$ cat config.mk
export PLATFORM = sky130hd
export DESIGN_NAME = spiseq_top
export DESIGN_NICKNAME = d
export VERILOG_FILES = /design/src/rtl/spiseq_pkg.sv /design/src/rtl/spiseq_tick.sv /design/src/rtl/spiseq_byte.sv /design/src/rtl/spiseq_top.sv
export SDC_FILE = /design/constraint.sdc
export NUM_CORES = 1
export LEC_CHECK = 0
export BUFFER_PORTS_ARGS = -buffer_cell sky130_fd_sc_hd__buf_2
export CAP_MARGIN = 40
export CORE_MARGIN = 1.5
export CORE_UTILIZATION = 40
export CTS_CLUSTER_SIZE = 10
export DETAILED_ROUTE_END_ITERATION = 10
export MAX_ROUTING_LAYER = met4
export PLACE_DENSITY = 0.7
export SYNTH_ARGS = -nofsm -noshare
export SYNTH_HDL_FRONTEND = slang
export SYNTH_SLANG_ARGS = --single-unit
$ cat constraint.sdc
create_clock -name clk -period 3.8 [get_ports clk]
set_clock_uncertainty 0.1 [all_clocks]
set_input_delay 1.14 -clock clk [delete_from_list [all_inputs] [get_ports clk]]
set_output_delay 1.14 -clock clk [all_outputs]
set_load 0.01 [all_outputs]
$ cat src/rtl/spiseq_pkg.sv
package spiseq_pkg;

    typedef enum logic [1:0] {
        K_READ  = 2'd0,
        K_FAST  = 2'd1,
        K_PROG  = 2'd2,
        K_ERASE = 2'd3
    } kind_t;

    typedef enum logic [1:0] {
        RES_OK      = 2'd0,
        RES_LEN     = 2'd1,
        RES_TIMEOUT = 2'd2
    } res_t;

    typedef enum logic [2:0] {
        ST_IDLE,
        ST_WREN,
        ST_HDR,
        ST_DATA,
        ST_GAP,
        ST_POLL
    } st_t;

    typedef struct packed {
        kind_t       kind;
        logic [23:0] addr;
    } req_t;

    localparam logic [7:0] OP_READ  = 8'h03;
    localparam logic [7:0] OP_FAST  = 8'h0B;
    localparam logic [7:0] OP_WREN  = 8'h06;
    localparam logic [7:0] OP_PROG  = 8'h02;
    localparam logic [7:0] OP_ERASE = 8'h20;
    localparam logic [7:0] OP_STAT  = 8'h05;

    localparam int PAGE_MAX    = 256;
    localparam int SECTOR_BITS = 12;

    function automatic logic [7:0] opcode_of(kind_t k);
        case (k)
            K_READ:  return OP_READ;
            K_FAST:  return OP_FAST;
            K_PROG:  return OP_PROG;
            default: return OP_ERASE;
        endcase
    endfunction

    // index of the final header byte: fast read adds one dummy byte
    function automatic logic [2:0] hdr_last(kind_t k);
        return (k == K_FAST) ? 3'd4 : 3'd3;
    endfunction

    function automatic logic [7:0] hdr_byte(req_t r, logic [2:0] idx);
        case (idx)
            3'd0:    return opcode_of(r.kind);
            3'd1:    return r.addr[23:16];
            3'd2:    return r.addr[15:8];
            3'd3:    return r.addr[7:0];
            default: return 8'h00;
        endcase
    endfunction

endpackage

$ cat src/rtl/spiseq_tick.sv
module spiseq_tick #(
    parameter int DIV_W = 4
) (
    input  logic             clk,
    input  logic             rst,
    input  logic             clr,
    input  logic [DIV_W-1:0] div,
    output logic             tick
);
    logic [DIV_W-1:0] cnt;

    always_ff @(posedge clk) begin
        if (rst || clr)      cnt <= '0;
        else if (cnt == div) cnt <= '0;
        else                 cnt <= cnt + 1'b1;
    end

    assign tick = (cnt == div) && !clr;
endmodule

$ cat src/rtl/spiseq_byte.sv
module spiseq_byte #(
    parameter int DIV_W = 4
) (
    input  logic             clk,
    input  logic             rst,
    input  logic [DIV_W-1:0] div,
    input  logic             start,
    input  logic [7:0]       tx,
    input  logic             miso,
    output logic             done,
    output logic [7:0]       rx,
    output logic             sclk,
    output logic             mosi
);
    logic       busy;
    logic       tick;
    logic [7:0] sr;
    logic [2:0] bitc;

    spiseq_tick #(.DIV_W(DIV_W)) u_tick (
        .clk  (clk),
        .rst  (rst),
        .clr  (!busy),
        .div  (div),
        .tick (tick)
    );

    always_ff @(posedge clk) begin
        if (rst) begin
            busy <= 1'b0;
            sclk <= 1'b0;
            sr   <= '0;
            rx   <= '0;
            bitc <= '0;
            done <= 1'b0;
        end else begin
            done <= 1'b0;
            if (start && !busy) begin
                busy <= 1'b1;
                sr   <= tx;
                bitc <= '0;
                sclk <= 1'b0;
            end else if (busy && tick) begin
                if (!sclk) begin
                    sclk <= 1'b1;
                    rx   <= {rx[6:0], miso};
                end else begin
                    sclk <= 1'b0;
                    if (bitc == 3'd7) begin
                        busy <= 1'b0;
                        done <= 1'b1;
                    end else begin
                        bitc <= bitc + 3'd1;
                        sr   <= {sr[6:0], 1'b0};
                    end
                end
            end
        end
    end

    assign mosi = sr[7];
endmodule

$ cat src/rtl/spiseq_top.sv
module spiseq_top
    import spiseq_pkg::*;
#(
    parameter int DIV_W    = 4,
    parameter int LEN_W    = 12,
    parameter int POLL_MAX = 1000
) (
    input  logic             clk,
    input  logic             rst,
    input  logic [DIV_W-1:0] clk_div,
    input  logic             req_valid,
    output logic             req_ready,
    input  logic [1:0]       req_kind,
    input  logic [23:0]      req_addr,
    input  logic [LEN_W-1:0] req_len,
    input  logic [7:0]       wr_data,
    input  logic             wr_valid,
    output logic             wr_ready,
    output logic [7:0]       rd_data,
    output logic             rd_valid,
    output logic             done,
    output logic [1:0]       result,
    output logic             sclk,
    output logic             mosi,
    input  logic             miso,
    output logic             cs_n
);
    localparam int POLL_W = $clog2(POLL_MAX + 1);
    localparam logic [POLL_W-1:0] POLL_LAST = POLL_W'(POLL_MAX - 1);
    localparam logic [LEN_W-1:0]  PAGE_LEN  = LEN_W'(PAGE_MAX);

    st_t              st, after;
    logic             fin_q;
    res_t             fin_res, res_q;
    req_t             req;
    logic [LEN_W-1:0] len, cnt;
    logic [2:0]       idx;
    logic [POLL_W-1:0] polls;
    logic             inflight, eng_start, eng_done;
    logic [7:0]       eng_tx, eng_rx;
    logic [DIV_W-1:0] gap_cnt;
    kind_t            in_kind;

    assign in_kind = kind_t'(req_kind);

    spiseq_byte #(.DIV_W(DIV_W)) u_byte (
        .clk   (clk),
        .rst   (rst),
        .div   (clk_div),
        .start (eng_start),
        .tx    (eng_tx),
        .miso  (miso),
        .done  (eng_done),
        .rx    (eng_rx),
        .sclk  (sclk),
        .mosi  (mosi)
    );

    always_ff @(posedge clk) begin
        if (rst) begin
            st        <= ST_IDLE;
            after     <= ST_IDLE;
            fin_q     <= 1'b0;
            fin_res   <= RES_OK;
            res_q     <= RES_OK;
            req       <= '0;
            len       <= '0;
            cnt       <= '0;
            idx       <= '0;
            polls     <= '0;
            inflight  <= 1'b0;
            eng_start <= 1'b0;
            eng_tx    <= '0;
            gap_cnt   <= '0;
            rd_valid  <= 1'b0;
            rd_data   <= '0;
            done      <= 1'b0;
        end else begin
            eng_start <= 1'b0;
            rd_valid  <= 1'b0;
            done      <= 1'b0;
            case (st)
                ST_IDLE: if (req_valid) begin
                    req.kind <= in_kind;
                    req.addr <= (in_kind == K_ERASE) ?
                                {req_addr[23:SECTOR_BITS], {SECTOR_BITS{1'b0}}} : req_addr;
                    len   <= req_len;
                    cnt   <= '0;
                    idx   <= '0;
                    polls <= '0;
                    if (in_kind == K_PROG && req_len > PAGE_LEN) begin
                        done  <= 1'b1;
                        res_q <= RES_LEN;
                    end else if (in_kind == K_PROG || in_kind == K_ERASE) begin
                        st <= ST_WREN;
                    end else begin
                        st <= ST_HDR;
                    end
                end
                ST_WREN: if (eng_done) begin
                    inflight <= 1'b0;
                    st <= ST_GAP; gap_cnt <= clk_div; after <= ST_HDR; fin_q <= 1'b0;
                end else if (!inflight) begin
                    eng_start <= 1'b1; eng_tx <= OP_WREN; inflight <= 1'b1;
                end
                ST_HDR: if (eng_done) begin
                    inflight <= 1'b0;
                    if (idx != hdr_last(req.kind)) begin
                        idx <= idx + 3'd1;
                    end else if (req.kind != K_ERASE && len != '0) begin
                        st <= ST_DATA;
                    end else begin
                        st <= ST_GAP; gap_cnt <= clk_div; after <= ST_POLL;
                        fin_q <= (req.kind == K_READ || req.kind == K_FAST);
                        fin_res <= RES_OK;
                    end
                end else if (!inflight) begin
                    eng_start <= 1'b1; eng_tx <= hdr_byte(req, idx); inflight <= 1'b1;
                end
                ST_DATA: if (eng_done) begin
                    inflight <= 1'b0;
                    cnt <= cnt + 1'b1;
                    if (req.kind != K_PROG) begin
                        rd_valid <= 1'b1;
                        rd_data  <= eng_rx;
                    end
                    if (cnt == len - 1'b1) begin
                        st <= ST_GAP; gap_cnt <= clk_div; after <= ST_POLL;
                        fin_q <= (req.kind != K_PROG); fin_res <= RES_OK;
                    end
                end else if (!inflight) begin
                    if (req.kind != K_PROG) begin
                        eng_start <= 1'b1; eng_tx <= 8'h00; inflight <= 1'b1;
                    end else if (wr_valid) begin
                        eng_start <= 1'b1; eng_tx <= wr_data; inflight <= 1'b1;
                    end
                end
                ST_POLL: if (eng_done) begin
                    inflight <= 1'b0;
                    if (idx == 3'd0) begin
                        idx <= 3'd1;
                    end else begin
                        st <= ST_GAP; gap_cnt <= clk_div; after <= ST_POLL;
                        if (!eng_rx[0]) begin
                            fin_q <= 1'b1; fin_res <= RES_OK;
                        end else if (polls == POLL_LAST) begin
                            fin_q <= 1'b1; fin_res <= RES_TIMEOUT;
                        end else begin
                            fin_q <= 1'b0; polls <= polls + 1'b1;
                        end
                    end
                end else if (!inflight) begin
                    eng_start <= 1'b1; inflight <= 1'b1;
                    eng_tx <= (idx == 3'd0) ? OP_STAT : 8'h00;
                end
                ST_GAP: if (gap_cnt == '0) begin
                    idx <= '0;
                    if (fin_q) begin
                        done  <= 1'b1;
                        res_q <= fin_res;
                        st    <= ST_IDLE;
                    end else begin
                        st <= after;
                    end
                end else begin
                    gap_cnt <= gap_cnt - 1'b1;
                end
                default: st <= ST_IDLE;
            endcase
        end
    end

    assign req_ready = (st == ST_IDLE);
    assign wr_ready  = (st == ST_DATA) && (req.kind == K_PROG) && !inflight;
    assign cs_n      = !(st == ST_WREN || st == ST_HDR || st == ST_DATA || st == ST_POLL);
    assign result    = res_q;
endmodule

Word-level counts from Yosys, hierarchy flattened. Index checks and enable logic that the tools add are counted.

Add/sub/neg operators: 7. Multiply operators: 0. Divide/modulo/power cells: 0. $lt $le $gt $ge: 1. Eq/ne operators: 48. Shift-type cells: 0. Mux-type cells: 118. Bitwise gates (word level): 6. Reduce and logical (&&, ||, !) cells: 52.

Operators by type and width (number): two-way mux 8 bit (14); two-way mux 3 bit (28); case mux 8 bit (4 select lines) (2); two-way mux 10 bit (5); != test 2 bit, second input constant (22); two-way mux 12 bit (3); two-way mux 4 bit (9); two-way mux 1 bit (30); AND reduction 10 bit (3); two-way mux 2 bit (14); case mux 12 bit (2 select lines) (1); case mux 3 bit (4 select lines) (2); case mux 10 bit (2 select lines) (1); case mux 4 bit (5 select lines) (1); case mux 3 bit (6 select lines) (1); case mux 6 bit (3 select lines) (1); AND reduction 3 bit (6); AND reduction 9 bit (2); != test 2 x 1 -> 1 bit, second input constant (7); nonzero test 2 bit (7); adder 12 x 1 -> 12 bit, second input constant (1); == test 12 bit (1); == test 3 x 2 -> 1 bit, second input constant (4); > comparator 12 x 9 -> 1 bit, second input constant (1); other kinds (35) (66).

Bits in registers: 124. Latch bits: 0. RAM bits: 0. ROM bits: 0. Output and inout port bits: 17. Memories kept: 0.

Logic depth before layout (Yosys ltp).
Depth after elaboration: 6. Mapped depth: 11.

Hierarchy. From an unflattened synthesis, not the netlist that was laid out.

Cell total of the unflattened synthesis: 686. Area, all modules: 5883.1 um2.

By module, submodules not included: spiseq_top (times used 1, cells each 573, area each 4724.5 um2, seq. area each 1921.8 um2); spiseq_byte (times used 1, cells each 95, area each 962.2 um2, seq. area each 440.4 um2); spiseq_tick (times used 1, cells each 18, area each 196.4 um2, seq. area each 80.1 um2).

Worst setup path before layout. Ideal clock, no wire load.

Path kind: input to register. From: in clk_div[2]. To: reg u_byte.rx[0]. Library setup time: 128 ps. Arrival: 2684 ps. Required time: 3572 ps. Slack: 888 ps. Stages: 6. Path buffers: 0. Cell sequence: xor2_1 -> nor4_1 -> nand2_1 -> nor2_1 -> mux2i_1 -> nor2_1.

Longest elaborated chain between the ends: 4.

RTL lines: start, declared (line spiseq_top.sv:10) `input logic [DIV_W-1:0] clk_div,`; == test 4 bit (line spiseq_tick.sv:18) `assign tick = (cnt == div) && !clr;`; logical AND 1 bit (line spiseq_tick.sv:18); logical AND 1 bit (line spiseq_byte.sv:43) `end else if (busy && tick) begin`; AND reduction 3 bit (no source line); end signal, assigned (line spiseq_byte.sv:46) `rx <= {rx[6:0], miso};`; end, declared (line spiseq_byte.sv:11) `output logic [7:0] rx,`.

No other way between the ends. A chain may end at the register's enable or synchronous reset.

Worst setup path in the final report.
From: reg st[1]. To: out wr_ready.

Longest elaborated chain between the ends: 3.

RTL lines: start, declared (line spiseq_top.sv:32) `st_t st, after;`; start signal, assigned (line spiseq_top.sv:163) `st <= after;`; == test 3 x 2 -> 1 bit (line spiseq_top.sv:174) `assign wr_ready = (st == ST_DATA) && (req.kind == K_PROG) && !inflight;`; logical AND 1 bit (2 in series) (line spiseq_top.sv:174); end, declared (line spiseq_top.sv:18) `output logic wr_ready,`.

No other way between the ends.

==> metrics.yaml <==
clkPwrFrac_pct: 36.6
ys_async_sr_fraction_pct: 0
ys_top_cells_by_area: "dfxtp_1, nor2_1, nand2_1"
core_area_sq_mm: 0.0140
hold_buffers: 0
htreeDepth: 4
seqPwrFrac_pct: 35.0
rows: 43
critical_path.slowest_cell: "dfxtp_1"
antenna_found_initial: 0
cts_sinks: 122
cp_max_fo: 14
hold_viol: 0
hold_path.class: "flip-flop to flip-flop"
synth.mux.area_fraction_pct: 5.06
setup_viol: 0
critPathLaunchType: "flip-flop"
yosysSeqAreaShare_pct: 42.4
synth_xor_area_share_pct: 5.77
synth_edf_count: 0
root_buffer: "clkbuf_16"
slew_headroom_pct: 48.0
switching_share_pct: 34.1
syn_area_per_cell_sq_um: 8.39
syn_nets: 755
final_area_sq_mm: 0.00691
netlist_area_sq_mm: 0.00577
pin_count: 72
drv_slew: 0
yosysTopAreaCellShare_pct: 42.4
ir_worst_vdd_mv: 0.474
p_leak_nw: 2.76
ys.warnings.count: 0
die_h_um: 123
grt_pass1_wl_um: 23700
synth_cell_types: 61
synth_area_leader_cell: "dfxtp_1"
hpwl_um: 9970
drt-total-wl_um: 14400
rsz0062_at_grt: "false"
tritoncts: "built"
required_ns: 2.56
synthTopCellsByCount: "dfxtp_1, nor2_1, nand2_1"
status: "complete, no violations"
crit_path_end_kind: "primary output"
portBuffers: 71
synthCells: 687
start_util_pct: 41.2
cp_top_family: "simple AND/OR/NAND/NOR gates"
synth-simple-area-share_pct: 22.2
gp_congestion: 0.863
drcViolationCount: 0
powerDensity_mw_per_mm2: 675
period_needed_ns: 3.25
synth_fa_ha_area_share_pct: 2.82
fin_nets: 818
postLayoutCoreUtil_pct: 49.4
fin_crit_sh_pct: 85.5
worstMarginPinSlew_ns: 0.770
synth_most_common_cell: "dfxtp_1"
grt_usage_pct: 20.7
viasPerCell: 5.45
tns_ns: 0
synth_top_family_by_area: "simple AND/OR/NAND/NOR gates"
crit_path_max_incr_delay_ns: 0.60
maxCapViolations: 0
dp_slack_ns: 0.736
clkLatencyLatePin_ns: 0.42
worstSetupPathType: "flip-flop to primary output"
p_int_mw: 3.07
grt_max_degree: 68
area_growth_pct: 19.9
synth-main-ff-cell: "dfxtp_1"
avgRoutedWirePerCell_um: 15.2
worst-path-buf-inv: 2
post_cts_resized: 0
final_antenna_net_count: 0
layout-drive-gt1-share_pct: 15.6
vias: 5130
first_pass_iters: 6
crit_path_cell_trace: "inv_1 -> nor2_1 -> nand3_1 -> nor2_1 -> buf_2"
placed_area_sq_mm: 0.00629
ys_ff_latch: 122
combPwrFrac_pct: 28.4
cts_buffer_depth: 2
grt_pass1_vias: 4780
total_power_mw: 4.66
synth_compound_area_share_pct: 17.8
drt_first_iter_violations: 456
critPathMostFrequentCell: "nor2_1"
post_cts.repair.setup_buffers: 0
clk_pin_slew_ns: 0.06
diodes: 0
fmax_ghz: 0.308
numCtsBuffers: 17
power_switching_mw: 1.59
die_w_um: 123
worst_slack_ns: 0.552
dieArea_sq_mm: 0.0151
arrival_ns: 2.01
grt_overflow: 0
[final timing paths]
check / startpoint / end / slack, ns / depth (start not counted)
setup / recovery: st[1] / wr_ready / 0.55 / 5
hold / removal: req[16] / req[16] / 0.36 / 2
setup reg to reg: idx[0] / fin_res[1] / 0.71 / 9
hold reg to reg: req[16] / req[16] / 0.36 / 2
[cell usage in the layout (no fill, tap or decap), types with 4 or more instances in the layout]
cell type	count
nand4_1	10
a221oi_1	4
a31oi_1	6
a211oi_1	20
o21ai_0	11
buf_4	10
buf_2	71
o21a_1	4
and3_1	8
a22o_1	12
a22oi_1	4
nand2_1	83
nor3_1	14
nor4_1	4
mux2i_1	28
inv_1	21
dfxtp_1	122
bufinv_16	4
clkinv_2	4
a21oi_1	55
or4_1	4
nand2b_1	7
a222oi_1	7
and2_1	4
nor2_1	95
nand3_1	16
xnor2_1	12
o21ai_1	4
clkbuf_16	17
ha_1	13
nor3b_1	7
xor2_1	26
[state kept, by name, summed over array words and instances (netlist names), 2 cells and up]
signal	cells
len	12
result	2
rd_data	8
u_byte.rx	8
req	26
cnt	12
polls	10
idx	3
eng_tx	8
after	2
u_byte.u_tick.cnt	4
gap_cnt	4
st	3
u_byte.sr	8
u_byte.bitc	3
[power groups by stage]
| stage | clock network, mW | logic (mW) | registers, mW |
|---|---|---|---|
| after CTS | 1.73 | 1.32 | 1.63 |
| final | 1.71 | 1.32 | 1.63 |
| after global placement | 0 | 1.30 | 1.65 |
| after floorplan | 0 | 1.02 | 1.58 |
| after detailed placement | 0 | 1.31 | 1.65 |
| after global routing | 1.79 | 1.49 | 1.66 |
[area by class of cell]
cell class                      instances  area (sq um)
Sequential cell                       122          2440
Clock buffer                           19           453
Multi-Input combinational cell        505          3100
Fill cell                            1357          7080
Clock inverter                         12           171
Timing Repair Buffer                   82           440
Tap cell                              180           225
Inverter                               22          82.6
[tightest hold or removal path, delay by kind of cell, from the launching register on]
| kind | cells | cell delay, ns |
|---|---|---|
| AO/OA/AOI/OAI | 1 | 0.05 |
| flip-flops | 1 | 0.31 |
| AND/OR/NAND/NOR | 1 | 0.05 |
[layer usage]
layer  global-route usage, %  wire length [um]  vias up  part of all wire [%]
li1                        -                 -     2568                     -
met1                    27.7              7040     2410                    49
met2                    30.5              6360      141                    44
met3                    5.77               812       11                   5.7
met4                    6.32               150        0                   1.0
met5                       -                 0        -                     0
[logic make-up (layout without fill, tap and decap cells)]
group / Yosys count / count (layout)
mux: 29 / 29
simple gates: 273 / 273
compound gates: 152 / 152
buf+inv: 60 / 135
fa+ha+maj: 13 / 13
xor+xnor: 38 / 38
flops: 122 / 122
[through the flow]
step | std cells | hold slack [ns]
floorplan | 687 | 0.336
global placement | 909 | 0.346
detailed placement | 911 | 0.350
CTS | 942 | 0.357
global route | 942 | 0.374
finish | 942 | 0.357
(Power assumes the default switching activity.)
